===== config.mk =====
export PLATFORM = sky130hd
export DESIGN_NAME = fetch_seq_top
export DESIGN_NICKNAME = d
export VERILOG_FILES = /design/src/rtl/fetch_seq_pkg.sv /design/src/rtl/fetch_seq_req_port.sv /design/src/rtl/fetch_seq_retire_ctr.sv /design/src/rtl/fetch_seq_top.sv
export SDC_FILE = /design/constraint.sdc
export NUM_CORES = 1
export LEC_CHECK = 0
export ABC_AREA = 1
export BUFFER_PORTS_ARGS = -buffer_cell sky130_fd_sc_hd__buf_4
export CAP_MARGIN = 20
export CORE_MARGIN = 2
export CORE_UTILIZATION = 47
export CTS_BUF_LIST = sky130_fd_sc_hd__clkbuf_8 sky130_fd_sc_hd__clkbuf_16
export DETAILED_ROUTE_END_ITERATION = 6
export PLACE_DENSITY = 0.85
export SYNTH_ARGS = -nofsm -noshare
export SYNTH_HDL_FRONTEND = slang
export SYNTH_SLANG_ARGS = --single-unit

===== constraint.sdc =====
create_clock -name clk -period 1.58 [get_ports clk]
set_input_delay 0 -clock clk [delete_from_list [all_inputs] [get_ports clk]]
set_output_delay 0 -clock clk [all_outputs]
set_load 0.01 [all_outputs]

===== src/rtl/fetch_seq_pkg.sv =====
package fetch_seq_pkg;
  typedef enum logic [2:0] {
    ST_IDLE   = 3'd0,
    ST_RUN    = 3'd1,
    ST_IRETRY = 3'd2,
    ST_IWAIT  = 3'd3,
    ST_DRETRY = 3'd4,
    ST_DWAIT  = 3'd5,
    ST_SWOUT  = 3'd6
  } seq_state_e;
endpackage


===== src/rtl/fetch_seq_req_port.sv =====
module fetch_seq_req_port #(
  parameter int AW = 16
) (
  input  logic          clk,
  input  logic          rst_n,
  input  logic          send_new_i,
  input  logic [AW-1:0] new_addr_i,
  input  logic          reissue_i,
  input  logic          hold_i,
  input  logic          retry_i,
  input  logic          ready_i,
  output logic          req_valid_o,
  output logic [AW-1:0] req_addr_o,
  output logic          accepted_o
);
  logic [AW-1:0] addr_q;
  logic [AW-1:0] addr_d;
  logic          addr_en;

  assign req_valid_o = send_new_i | reissue_i | (hold_i & retry_i);
  assign req_addr_o  = send_new_i ? new_addr_i : addr_q;
  assign accepted_o  = req_valid_o & ready_i;
  assign addr_en     = send_new_i;
  assign addr_d      = new_addr_i;

  always_ff @(posedge clk or negedge rst_n) begin
    if (!rst_n)       addr_q <= '0;
    else if (addr_en) addr_q <= addr_d;
  end


  held_addr_chk: assert property (@(posedge clk) disable iff (!rst_n)
    hold_i |-> req_addr_o == $past(req_addr_o));
endmodule


===== src/rtl/fetch_seq_retire_ctr.sv =====
module fetch_seq_retire_ctr #(
  parameter int CW = 16
) (
  input  logic          clk,
  input  logic          rst_n,
  input  logic          inc_i,
  output logic [CW-1:0] count_o
);
  logic [CW-1:0] cnt_q;
  logic [CW-1:0] cnt_d;

  assign cnt_d   = cnt_q + CW'(1);
  assign count_o = cnt_q;

  always_ff @(posedge clk or negedge rst_n) begin
    if (!rst_n)     cnt_q <= '0;
    else if (inc_i) cnt_q <= cnt_d;
  end


  retire_step_chk: assert property (@(posedge clk) disable iff (!rst_n)
    cnt_q != $past(cnt_q) |-> cnt_q == $past(cnt_q) + CW'(1));
endmodule


===== src/rtl/fetch_seq_top.sv =====
module fetch_seq_top
  import fetch_seq_pkg::*;
#(
  parameter int          AW         = 16,
  parameter int          CW         = 16,
  parameter logic [15:0] RESET_PC   = 16'h0100,
  parameter logic [15:0] FAULT_VEC  = 16'h0F00,
  parameter int          INSN_BYTES = 4
) (
  input  logic          clk,
  input  logic          rst_n,
  input  logic          activate_i,
  input  logic          suspend_i,
  input  logic          switch_out_i,
  input  logic          drain_req_i,
  output logic          drained_o,
  input  logic          fetch_fault_i,
  output logic          if_req_valid_o,
  input  logic          if_req_ready_i,
  output logic [AW-1:0] if_req_addr_o,
  input  logic          if_retry_i,
  input  logic          if_rsp_valid_i,
  input  logic          if_rsp_nack_i,
  output logic          d_req_valid_o,
  input  logic          d_req_ready_i,
  output logic [AW-1:0] d_req_addr_o,
  input  logic          d_retry_i,
  input  logic          d_rsp_valid_i,
  input  logic          d_rsp_nack_i,
  output logic          exec_valid_o,
  input  logic          exec_is_mem_i,
  input  logic          exec_fault_i,
  input  logic [AW-1:0] exec_daddr_i,
  output logic [2:0]    state_o,
  output logic [AW-1:0] pc_o,
  output logic [CW-1:0] retired_o,
  output logic          proto_err_o
);
  localparam logic [AW-1:0] PC_RST  = AW'(RESET_PC);
  localparam logic [AW-1:0] PC_FLT  = AW'(FAULT_VEC);
  localparam logic [AW-1:0] PC_STEP = AW'(INSN_BYTES);

  seq_state_e    st_q, st_d;
  logic [AW-1:0] pc_q, pc_d;
  logic          drn_q, drn_d;
  logic          sus_q, sus_d;
  logic          perr_q, perr_d;

  logic i_new, i_ok, i_nack, i_acc;
  logic d_new, d_ok, d_nack, d_acc;
  logic exec_go, retire, quiet_st;
  seq_state_e    done_st;

  assign quiet_st = (st_q == ST_IDLE) | (st_q == ST_RUN) | (st_q == ST_SWOUT);
  assign i_new    = (st_q == ST_RUN) & ~drain_req_i & ~switch_out_i & ~suspend_i & ~fetch_fault_i;
  assign i_ok     = (st_q == ST_IWAIT) & if_rsp_valid_i & ~if_rsp_nack_i;
  assign i_nack   = (st_q == ST_IWAIT) & if_rsp_valid_i & if_rsp_nack_i;
  assign d_ok     = (st_q == ST_DWAIT) & d_rsp_valid_i & ~d_rsp_nack_i;
  assign d_nack   = (st_q == ST_DWAIT) & d_rsp_valid_i & d_rsp_nack_i;
  assign exec_go  = i_ok & ~drain_req_i;
  assign d_new    = exec_go & exec_is_mem_i & ~exec_fault_i;
  assign retire   = (exec_go & ~exec_is_mem_i & ~exec_fault_i) | d_ok;
  assign done_st  = (sus_q | suspend_i) ? ST_IDLE : ST_RUN;

  fetch_seq_req_port #(.AW(AW)) u_iport (
    .clk(clk), .rst_n(rst_n), .send_new_i(i_new), .new_addr_i(pc_q),
    .reissue_i(i_nack), .hold_i(st_q == ST_IRETRY), .retry_i(if_retry_i),
    .ready_i(if_req_ready_i), .req_valid_o(if_req_valid_o),
    .req_addr_o(if_req_addr_o), .accepted_o(i_acc));

  fetch_seq_req_port #(.AW(AW)) u_dport (
    .clk(clk), .rst_n(rst_n), .send_new_i(d_new), .new_addr_i(exec_daddr_i),
    .reissue_i(d_nack), .hold_i(st_q == ST_DRETRY), .retry_i(d_retry_i),
    .ready_i(d_req_ready_i), .req_valid_o(d_req_valid_o),
    .req_addr_o(d_req_addr_o), .accepted_o(d_acc));

  fetch_seq_retire_ctr #(.CW(CW)) u_ret (
    .clk(clk), .rst_n(rst_n), .inc_i(retire), .count_o(retired_o));

  always_comb begin
    st_d = st_q;
    pc_d = pc_q;
    unique case (st_q)
      ST_IDLE: begin
        if (switch_out_i)    st_d = ST_SWOUT;
        else if (activate_i) st_d = ST_RUN;
      end
      ST_SWOUT: if (activate_i) st_d = ST_RUN;
      ST_RUN: begin
        if (switch_out_i)       st_d = ST_SWOUT;
        else if (suspend_i)     st_d = ST_IDLE;
        else if (drain_req_i)   st_d = ST_RUN;
        else if (fetch_fault_i) pc_d = PC_FLT;
        else                    st_d = i_acc ? ST_IWAIT : ST_IRETRY;
      end
      ST_IRETRY: if (i_acc) st_d = ST_IWAIT;
      ST_IWAIT: begin
        if (i_nack) st_d = i_acc ? ST_IWAIT : ST_IRETRY;
        else if (i_ok) begin
          if (drain_req_i)        st_d = done_st;
          else if (exec_fault_i) begin
            st_d = done_st;
            pc_d = PC_FLT;
          end else if (exec_is_mem_i) st_d = d_acc ? ST_DWAIT : ST_DRETRY;
          else begin
            st_d = done_st;
            pc_d = pc_q + PC_STEP;
          end
        end
      end
      ST_DRETRY: if (d_acc) st_d = ST_DWAIT;
      ST_DWAIT: begin
        if (d_nack) st_d = d_acc ? ST_DWAIT : ST_DRETRY;
        else if (d_ok) begin
          st_d = done_st;
          pc_d = pc_q + PC_STEP;
        end
      end
      default: st_d = ST_IDLE;
    endcase
  end

  always_comb begin
    drn_d  = drain_req_i & (drn_q | quiet_st | i_ok | d_ok);
    sus_d  = (st_d == ST_IDLE) ? 1'b0 : (sus_q | (suspend_i & ~quiet_st));
    perr_d = perr_q | (if_rsp_valid_i & (st_q != ST_IWAIT))
                    | (d_rsp_valid_i & (st_q != ST_DWAIT));
  end

  always_ff @(posedge clk or negedge rst_n) begin
    if (!rst_n) begin
      st_q   <= ST_IDLE;
      pc_q   <= PC_RST;
      drn_q  <= 1'b0;
      sus_q  <= 1'b0;
      perr_q <= 1'b0;
    end else begin
      st_q   <= st_d;
      pc_q   <= pc_d;
      drn_q  <= drn_d;
      sus_q  <= sus_d;
      perr_q <= perr_d;
    end
  end

  assign exec_valid_o = exec_go;
  assign drained_o    = drn_q;
  assign state_o      = st_q;
  assign pc_o         = pc_q;
  assign proto_err_o  = perr_q;


  ireq_state_chk: assert property (@(posedge clk) disable iff (!rst_n)
    if_req_valid_o |-> (st_q == ST_RUN) || (st_q == ST_IRETRY) || (st_q == ST_IWAIT));

  drained_quiet_chk: assert property (@(posedge clk) disable iff (!rst_n)
    drained_o && drain_req_i |-> !if_req_valid_o && !d_req_valid_o && quiet_st);

  drain_discard_chk: assert property (@(posedge clk) disable iff (!rst_n)
    i_ok && drain_req_i |=> $stable(pc_o) && $stable(retired_o) && drained_o);

  fetch_fault_chk: assert property (@(posedge clk) disable iff (!rst_n)
    (st_q == ST_RUN) && fetch_fault_i |-> !if_req_valid_o);

  exec_fault_chk: assert property (@(posedge clk) disable iff (!rst_n)
    exec_valid_o && exec_fault_i |=> $stable(retired_o) && pc_o == PC_FLT);

  stray_rsp_chk: assert property (@(posedge clk) disable iff (!rst_n)
    if_rsp_valid_i && (st_q != ST_IWAIT) |=> proto_err_o);
endmodule


==> metrics.txt, run 1 <==
status complete, but fails checks; failing checks negative setup slack; Ports 105; type of origin of the critical path flop; Main synth FF type dfrtp_1; Cell Count, Final, Fillers Out 752; GR Overflow Total 0; Worst-Margin Slew 0.584 ns; Placer Congestion 0.967; setup violators final 72; Synth cell types 32; multiplexer fraction of the synthesized cell area 4.98%; Placed Area 0.00483 mm^2; Post-Synthesis Cells 444; number of fill cells in the layout 447; Tcrit/Tclk final 125%; clock sink total 68; commonest non-fill, non-tap cell in the layout buf_4; RSZ-0062 raised after global routing true; dpl hpwl 7.07 mm; die area 0.00842 mm^2; Setup crit start state_o[1]; Crit. End Element flop; Num CTS Buffers 9; Seq/Total Area, Yosys 47.0%; met2 usage in global routing 49.8%; Peak VDD IR 0.788 mV; area leader, netlist dfrtp_1; Synth Area in XOR/XNOR 5.32%; adder-cell share of the synthesized area 0.691%; Power, Total 9.01 mW; top post-synthesis cells by area dfrtp_1, nand2_1, o21ai_0, mux2_2, nor2_1; post-synthesis simple-gate area fraction 26.0%; global-route track usage on met1 34.8%; Max-Cap Viols 0; Root Driver clkbuf_8; drt first pass iters 6; synthesis-to-layout area growth 70.4%; slowest cell delay on critical path 0.45 ns; initial antenna violation count 0; core area 0.00761 mm^2; Detail Route Antenna Nets 0; hold wc startpoint if_rsp_nack_i; Min Hold Slack 0.0466 ns; most frequent cells in the layout buf_4, nand2_1, dfrtp_1; r2r setup slk -0.39 ns; first-pass GRT wire length 19.2 mm; cell mode on critical path nand2_2; post-synthesis sequential element count 68; Hold WC Path Type input port to flop; Worst-Skew Late Latency 0.34 ns; die span in x 91.8 um; DR iter-0 viols 286; Top Usage Layer GRT met2; fin crit period 1.97 ns; largest net degree at the start of global routing 42; Final #Nets 680; DR vias 4,148; Routed WL per cell 17.5 um; Critical Path RT 1.81 ns; critical-path cell list inv_4 -> nand2_2 -> nor2_4 -> nand2_2 -> nor3_2 -> o21ai_2 -> nor2_4 -> buf_6 -> nand2_2 -> o21ai_2 -> nand2_1; cell area after layout 0.00617 mm^2; Rows 32; # diodes 0; WP buf/inv 2; Fmax 507 MHz; Compound-Gate Fraction of Synth Area 8.33%; Die Ht 91.8 um; DP Worst Slack -0.195 ns; RR Startpoint state_o[1]; clock tree buffer depth 2; ratio of cells with drive above 1 in the final layout 47.4%; endpoints failing hold 0; Post-Route Setup TNS -21.12 ns; syn_area_per_cell 8.15 um^2; TritonCTS clock tree done; Core Util, Final 81.1%; CP max FO 7; met3 usage 5.18%; number of synthesized flops with an enable pin 0; Netlist Area Pre-Place 0.00362 mm^2; starting density of the core 47.6%; LEAKAGE 3.08 nW; relative slew slack 61.0%; synth warn 0; asr flop ratio synth 100%; crit path kind flop to flop; Total Wirelength 13.2 mm; Synth top area share 46.3%; DR vias/cell 5.52; CTS clk-pin slew, worst paths 0.08 ns; CTS H-tree depth 3; cell family with most CP delay simple AND/OR/NAND/NOR gates; Port Buffers 102; clock skew 0.00952 ns; GRT Resource Usage Total 28.4%; placed instance count 678; Data arrival, critical path 2.20 ns; largest family of logic cells by synthesized area simple AND/OR/NAND/NOR gates; DRC violations left 0; cell at the slowest stage of the critical path dfrtp_2; Slew Viols, Final 0; PwrDens 1460 mW/mm^2; worst setup margin -0.392 ns; vias in the first global route 4,029
-- synth_stat cells (2+ instances only) --
cell	number
nor4_1	2
buf_4	3
buf_6	3
a21oi_1	10
mux2_2	16
o21ai_1	4
nor2_1	46
inv_1	44
nor2_2	2
xor2_1	10
clkbuf_1	2
nand4_1	5
o21ai_0	37
xnor2_1	12
inv_2	2
nand3_1	32
o211ai_1	3
dfrtp_1	67
ha_1	2
nor3_1	15
buf_2	7
nand2_1	110
-- state kept, by name, indices dropped and copies added, names as in the netlist --
| register | flops |
|---|---|
| u_dport.addr_q | 16 |
| u_iport.addr_q | 16 |
| u_ret.count_o | 16 |
| pc_o | 14 |
| state_o | 3 |
| drained_o | 1 |
| proto_err_o | 1 |
| sus_q | 1 |
-- report_power, final --
group          internal (mW)  total [mW]  switching (mW)
combinational           2.36        4.96            2.60
sequential              2.24        2.64           0.398
clock                  0.710        1.41           0.701
-- per-layer routing --
metal	wire length, um	vias to the layer above
met5	0	-
met4	385	0
met3	978	45
met2	6890	251
met1	4930	2015
li1	-	1837
-- cell families (layout without fill, tap and decap cells) --
kind of cell / count (synthesis) / in the layout
AOI/OAI and AO/OA: 57 / 57
DFF: 68 / 68
muxes: 16 / 16
xor gates and xnor gates: 22 / 22
adders and majority gates: 2 / 2
other: 1 / 2
and+or+nand+nor: 217 / 217
buffers and inverters: 61 / 266
-- worst paths after layout --
check,end,cells after the start
setup / recovery,pc_o[11],11
hold reg to reg,u_iport.addr_q[7],2
max in group asynchronous,u_dport.addr_q[6],3
hold / removal,state_o[0],4
min in group asynchronous,pc_o[7],2
setup reg to reg,pc_o[11],11
-- repair_timing --
action,in CTS,in global routing
hold buffers,20,0
hold endpoints to repair,58,0
resized for setup,67,99
cloned,7,2
setup buffers,20,13
setup endpoints to repair,83,67
pin swaps,7,24
-- area by class of cell --
| type | instances | area, um^2 | area share, % |
|---|---|---|---|
| Timing Repair inverter | 1 | 8.76 | 0.142 |
| Multi-Input combinational cell | 316 | 2050 | 33.2 |
| Inverter | 46 | 198 | 3.20 |
| Tap cell | 102 | 128 | 2.07 |
| Timing Repair Buffer | 203 | 1890 | 30.7 |
| Clock buffer | 9 | 124 | 2.01 |
| Sequential cell | 68 | 1710 | 27.7 |
| Clock inverter | 7 | 60.1 | 0.974 |
-- worst register-to-register path, delay by kind of cell, from the launching register on --
kind,cells,cell delay (ns)
buffers and inverters,2,0.29
flip-flops,1,0.45
AO/OA/AOI/OAI,2,0.24
AND/OR/NAND/NOR,7,0.90
No activity file was read; power rests on OpenSTA's default activity.
==> run 2: changes to the inputs <==
--- a/config.mk
+++ b/config.mk
@@ -13,6 +13,7 @@
 export CTS_BUF_LIST = sky130_fd_sc_hd__clkbuf_8 sky130_fd_sc_hd__clkbuf_16
 export DETAILED_ROUTE_END_ITERATION = 6
 export PLACE_DENSITY = 0.85
+export REMOVE_ABC_BUFFERS = 1
 export SYNTH_ARGS = -nofsm -noshare
 export SYNTH_HDL_FRONTEND = slang
 export SYNTH_SLANG_ARGS = --single-unit
==> run 2 against run 1 <==
- the run still ends with negative setup slack left
- clock-buffer cell count rose by 2
- hold slack better by 0.012 ns
- maximum frequency increased by 3.9%
- sequential power is 2% lower
- clock power grew 5%
- clock skew grew 0.0030 ns
- die area is the same
- power fell by 6.4%
- first-iteration DRC count shrank 13%
- critical path type is now flop to output port
==> metrics.txt, run 2 (synthesized netlist as in run 1, its figures left out) <==
Ports 105 (unchanged); # diodes 0 (unchanged); TritonCTS clock tree done; Num CTS Buffers 9 (unchanged); largest net degree at the start of global routing 42 (unchanged); Final #Nets 662 (-2.6%); cell area after layout 0.00578 mm^2 (-6.3%); CP max FO 8 (+1); Cell Count, Final, Fillers Out 733 (-2.5%); Placer Congestion 0.978 (+1.2%); Die Ht 91.8 um (unchanged); Detail Route Antenna Nets 0 (unchanged); setup violators final 67 (-6.9%); Routed WL per cell 15.6 um (-11%); Rows 32 (unchanged); DR vias/cell 5.26 (-4.7%); R2R cell count 12 (+1); Critical Path RT 1.58 ns (-0.23 ns); commonest non-fill, non-tap cell in the layout buf_4; initial antenna violation count 0 (unchanged); CTS H-tree depth 3 (unchanged); LEAKAGE 2.93 nW (-4.6%); Setup crit start state_o[2]; R2R Path End pc_o[3]; crit path kind flop to output port; Slew Viols, Final 0 (unchanged); type of origin of the critical path flop; die area 0.00842 mm^2 (unchanged); most frequent cells in the layout buf_4, nand2_1, dfrtp_1; worst setup margin -0.318 ns (+0.0734 ns); PwrDens 1460 mW/mm^2 (about the same); Data arrival, critical path 1.90 ns (-0.30 ns); Max-Cap Viols 0 (unchanged); Worst-Skew Late Latency 0.35 ns (about the same); starting density of the core 47.6% (unchanged); Tcrit/Tclk final 120% (-4.6 points); vias in the first global route 3,739 (-7.2%); Hold WC Path Type input port to flop; RSZ-0062 raised after global routing true; Crit. End Element output port; DRC violations left 0 (unchanged); Root Driver clkbuf_8; CP endpoint d_req_addr_o[7]; RR Startpoint state_o[2]; status complete, but fails checks; clock skew 0.0125 ns (+0.00301 ns); Fmax 527 MHz (+3.9%); Port Buffers 102 (unchanged); Min Hold Slack 0.0583 ns (+0.0117 ns); ratio of cells with drive above 1 in the final layout 43.1% (-4.3 points); Placed Area 0.00477 mm^2 (-1.1%); die span in x 91.8 um (unchanged); DR vias 3,854 (-7.1%); endpoints failing hold 0 (unchanged); DR iter-0 viols 248 (-13%); CTS clk-pin slew, worst paths 0.08 ns (about the same); placed instance count 678 (unchanged); clock tree buffer depth 2 (unchanged); clock sink total 68 (unchanged); drt first pass iters 5 (-1); Peak VDD IR 0.800 mV (+1.5%); DP Worst Slack -0.181 ns (+0.0135 ns); dpl hpwl 7.05 mm (-0.28%); r2r setup slk -0.31 ns (+0.08 ns); Worst-Margin Slew 0.627 ns (+0.0425 ns); core area 0.00761 mm^2 (unchanged); fin crit period 1.90 ns (-0.0734 ns); GR Overflow Total 0 (unchanged); relative slew slack 57.8% (-3.2 points); GRT Resource Usage Total 26.5% (-1.9 points); synthesis-to-layout area growth 59.6%; Total Wirelength 11.4 mm (-13%); failing checks negative setup slack; first-pass GRT wire length 17.9 mm (-6.8%)
-- run 2: repair_timing --
action,in CTS,in global routing
setup endpoints to repair,80,70
pin swaps,6,20
hold buffers,20,0
buffers inserted,11,4
endpoints found under the hold margin,58,0
cloned,3,2
gates resized for setup,72,60
-- run 2: metal layers --
| metal | track usage (%) | share of wire [%] |
|---|---|---|
| met1 | 33.0 | 39 |
| met4 | 7.96 | 2.0 |
| met3 | 6.08 | 7.3 |
| met2 | 46.1 | 52 |
| met5 | 0 | 0 |
-- run 2: critical path, cell delays in order (launching register included) --
cell	delay (ns)
dfrtp_2	0.41
inv_1	0.07
nand3_2	0.10
buf_6	0.16
nor2_8	0.09
nand3_4	0.12
buf_16	0.17
mux2_2	0.28
buf_4	0.15
-- run 2: final cells by class --
type / instances / area (um^2)
clock buffer: 11 / 151
clock inverter: 4 / 50.0
fill: 534 / 1830
inverter: 46 / 185
multi-input combinational: 316 / 1920
sequential: 68 / 1700
tap: 102 / 128
timing repair buffer: 186 / 1640
-- run 2: how the worst min path moves through the flow --
stage	start	endpoint	slack, ns	depth (start not counted)
after floorplan	rst_n	drained_o	-0.30	0
after global placement	rst_n	u_iport.addr_q[0]	0.01	1
after detailed placement	rst_n	u_iport.addr_q[0]	0.02	1
after CTS	if_rsp_nack_i	state_o[0]	0.04	4
after global routing	if_req_ready_i	state_o[0]	0.05	5
final	if_req_ready_i	state_o[0]	0.06	5
-- run 2: power by group --
part	total, mW	internal, mW	switching (mW)
clock network	1.48	0.804	0.680
logic	4.37	2.05	2.31
registers	2.58	2.24	0.342
-- run 2: stage by stage --
stage | TNS (ns) | util (%) | power, mW
global placement | -2.68 | 62.7 | 5.89
global route | -23.95 | 75.9 | 8.90
CTS | -14.23 | 72.5 | 8.00
finish | -17.81 | 75.9 | 8.43
detailed placement | -3.85 | 62.7 | 5.98
floorplan | -22.93 | - | 4.19
